**config.mk**
```make
export PLATFORM = sky130hd
export DESIGN_NAME = ptr_agen
export DESIGN_NICKNAME = d
export VERILOG_FILES = /design/src/rtl/ptr_agen.sv
export SDC_FILE = /design/constraint.sdc
export NUM_CORES = 1
export LEC_CHECK = 0
export ABC_AREA = 1
export BUFFER_PORTS_ARGS = -buffer_cell sky130_fd_sc_hd__buf_2
export CAP_MARGIN = 0
export CORE_UTILIZATION = 46
export DETAILED_ROUTE_END_ITERATION = 8
export GPL_TIMING_DRIVEN = 0
export PLACE_DENSITY = 0.7
export SLEW_MARGIN = 20
export SYNTH_ARGS = -nofsm -noshare
export SYNTH_HDL_FRONTEND = slang
export SYNTH_SLANG_ARGS = --single-unit
export TNS_END_PERCENT = 10
```
**constraint.sdc**
```tcl
create_clock -name vclk -period 2.75
set_clock_uncertainty 0.05 [all_clocks]
set_input_delay 0 -clock vclk [all_inputs]
set_output_delay 0 -clock vclk [all_outputs]
set_load 0.005 [all_outputs]
```
**src/rtl/ptr_agen.sv**
```systemverilog
module ptr_agen #(
  parameter int AW = 32,
  parameter int DW = 5
) (
  input  logic [AW-1:0] ptr_in,
  input  logic [1:0]    amode,
  input  logic          sub,
  input  logic [DW-1:0] disp,
  input  logic          disp_valid,
  input  logic [1:0]    size,
  output logic [AW-1:0] mem_addr,
  output logic [AW-1:0] ptr_next,
  output logic          wb_en
);
  localparam logic [1:0] M_IND  = 2'd0;
  localparam logic [1:0] M_PRE  = 2'd1;
  localparam logic [1:0] M_POST = 2'd2;
  localparam logic [1:0] M_OFS  = 2'd3;
  localparam int         PADW   = AW - DW;

  logic [DW-1:0] elems;
  logic [1:0]    shamt;
  logic [AW-1:0] step;
  logic [AW-1:0] moved;

  assign elems = disp_valid ? disp : DW'(1);
  assign shamt = (size == 2'd0) ? 2'd0 : (size == 2'd1) ? 2'd1 : 2'd2;
  assign step  = {{PADW{1'b0}}, elems} << shamt;
  assign moved = sub ? (ptr_in - step) : (ptr_in + step);

  always_comb begin
    mem_addr = ptr_in;
    ptr_next = ptr_in;
    wb_en    = 1'b0;
    case (amode)
      M_PRE: begin
        mem_addr = moved;
        ptr_next = moved;
        wb_en    = 1'b1;
      end
      M_POST: begin
        ptr_next = moved;
        wb_en    = 1'b1;
      end
      M_OFS:   mem_addr = moved;
      M_IND:   ;
      default: ;
    endcase
  end
endmodule

```
==> qor.csv <==
metric;value;unit
Vias/cell;5.443;
Area Overhead vs Synth;50.02;%
Die Span X;88.79;um
DR vias;5318;
total wire length;15370;um
chip height;88.79;um
Final min period;2937;ps
IO Count;108;
hold slack;248.2;ps
worst path required time;2700;ps
final hold vios;0;
first-pass iteration count of the detailed router;5;
area leader, netlist;nand2_1;
# diodes;0;
Pleak;3.007;nW
post-synth top area share;36.08;%
Post-Syn Instances;746;
Seq/Total Area, Yosys;0;%
Initial Utilization;47.77;%
Fill cells;665;
Pins Over Slew Limit;0;
initial antenna violation count;0;
syn_nets;825;
worst setup margin;-187.2;ps
Max stage delay on crit path;250;ps
arrival time worst endpoint;2890;ps
Max rail drop VDD;0.0001684;V
Area contributors post-synth;nand2_1, inv_1, ha_1;
synthesized area;3465;um2
failing checks;setup timing;
met1 Use GR;47.87;%
DR iter-0 viols;376;
DRT antenna net count;0;
worst slack, placed;-617.1;ps
row cnt;31;
Placed Instances;953;
Hold Buf Count CTS;0;
M3 GR Usage;1.959;%
Slew HR;51.40;%
busiest metal layer after global routing;met2;
final cycle utilization of the critical path;106.8;%
RePlAce Congestion;0.9986;
DRC viols;0;
largest net degree at the start of global routing;11;
CP Class;input port to output port;
Top cell by count, worst path;nand2_1;
Critical Path, Cell by Cell;buf_8 > inv_4 > nor2_4 > nor2_4 > nor2_2 > ha_2 > nand2_4 > nor2_4 > nand2_4 > o21ai_4 > buf_6 > ha_4 > nand2_1 > nand2_1 > inv_1 > nand2_1 > a21oi_1 > nand2_2 > nand2_2 > nand2_1 > nand2_1 > nand3_1 > nand2_1 > buf_2;
CP Capture Type;output port;
utilization after layout;71.66;%
first-pass GRT wire length;20030;um
Final setup viols;24;
Seq Cell Count;0;
area of the multi-input gates;3709;um2
type of element launching the critical path;input port;
CP max FO;5;
HPWL Detailed;10620;um
Max Cap Viol;0;
Pwr Density;312.4;nW/um2
worst hold path class;input port to output port;
clkbuf count;0;
die area;7883;um2
I/O Buffers;108;
FMAX;340.5;MHz
register area;0;um2
met2 usage;53.15;%
syn avg cell area;4.644;um2
Finished Layout Cells;977;
Congestion Overflow GR;0;
core area;7253;um2
RSZ-0062 raised after global routing;yes;
most common cell after layout, fill and taps aside;nand2_1;
synth warn;0;
status;finished with violations;
DR WL/cell;15.73;um
number of global-route vias before repair;4236;
critical path's slowest cell;ha_2;
most frequent cells in the layout;nand2_1, inv_1, buf_2, nand3_1, nand2_2;
All-Layer GR Usage;33.15;%
Cell variety after synth;29;
Worst Tran Pin Value;729.1;ps
Nets;959;
final setup TNS;-1386;ps
layout cell share with drive strength beyond 1;33.71;%
==> Yosys cell counts (5+ instances only) <==
master	number
a21oi_1	20
clkbuf_1	11
ha_1	35
inv_1	134
nand2_1	333
nand3_1	62
nor2_1	56
o21ai_0	35
o21ai_1	9
xnor2_1	13
xor2_1	5
==> critical path: cells and delay by family <==
kind	cells	cell delay (ps)
simple gates	15	1580
fa+ha+maj	2	460
buf+inv	5	440
compound gates	2	410
==> logic make-up after synthesis <==
| family | count (synthesis) | synth area share, % |
|---|---|---|
| simple gates | 469 | 54.46 |
| buf+inv | 149 | 16.14 |
| compound gates | 72 | 11.05 |
| fa+ha+maj | 36 | 13.22 |
| xor+xnor | 19 | 5.020 |
| other cells | 1 | 0.1082 |
==> timing repair <==
item	CTS	global route
resized for setup	61	152
setup endpoints to repair	46	50
pin swaps	12	61
setup buffers	9	15
==> power breakdown <==
part | internal, mW | switching [mW] | total (mW)
Combinational | 0.640 | 0.983 | 1.62
Sequential | 0 | 0 | 0
Clock | 0 | 0 | 0
Total | 0.640 | 0.983 | 1.62
==> metrics by stage <==
step                      total power [mW]  cell area (um2)
final                                1.623             5197
after global routing                 1.773             5197
after floorplan                     0.8067             3465
after global placement               1.207             4129
after detailed placement             1.228             4129
after CTS                            1.338             4516
==> routing by layer <==
| layer | vias up | routed length [um] |
|---|---|---|
| li1 | 2556 | - |
| met1 | 2387 | 6595 |
| met2 | 299 | 7015 |
| met4 | 0 | 632 |
| met3 | 76 | 1130 |
| met5 | - | 0 |
==> path summary, 6_finish.rpt <==
| path | start | endpoint | slack (ps) | cells past startpoint |
|---|---|---|---|---|
| hold / removal | ptr_in[30] | ptr_next[30] | 250 | 4 |
| setup / recovery | disp_valid | mem_addr[31] | -190 | 24 |
==> final cells by class <==
cell class                      count  area share [%]
Inverter                          136           10.23
Timing Repair Buffer              132           15.09
Tap cell                           99           2.383
Buffer                             13          0.9389
Multi-Input combinational cell    597           71.35
Power figures use the tool's default switching activity.
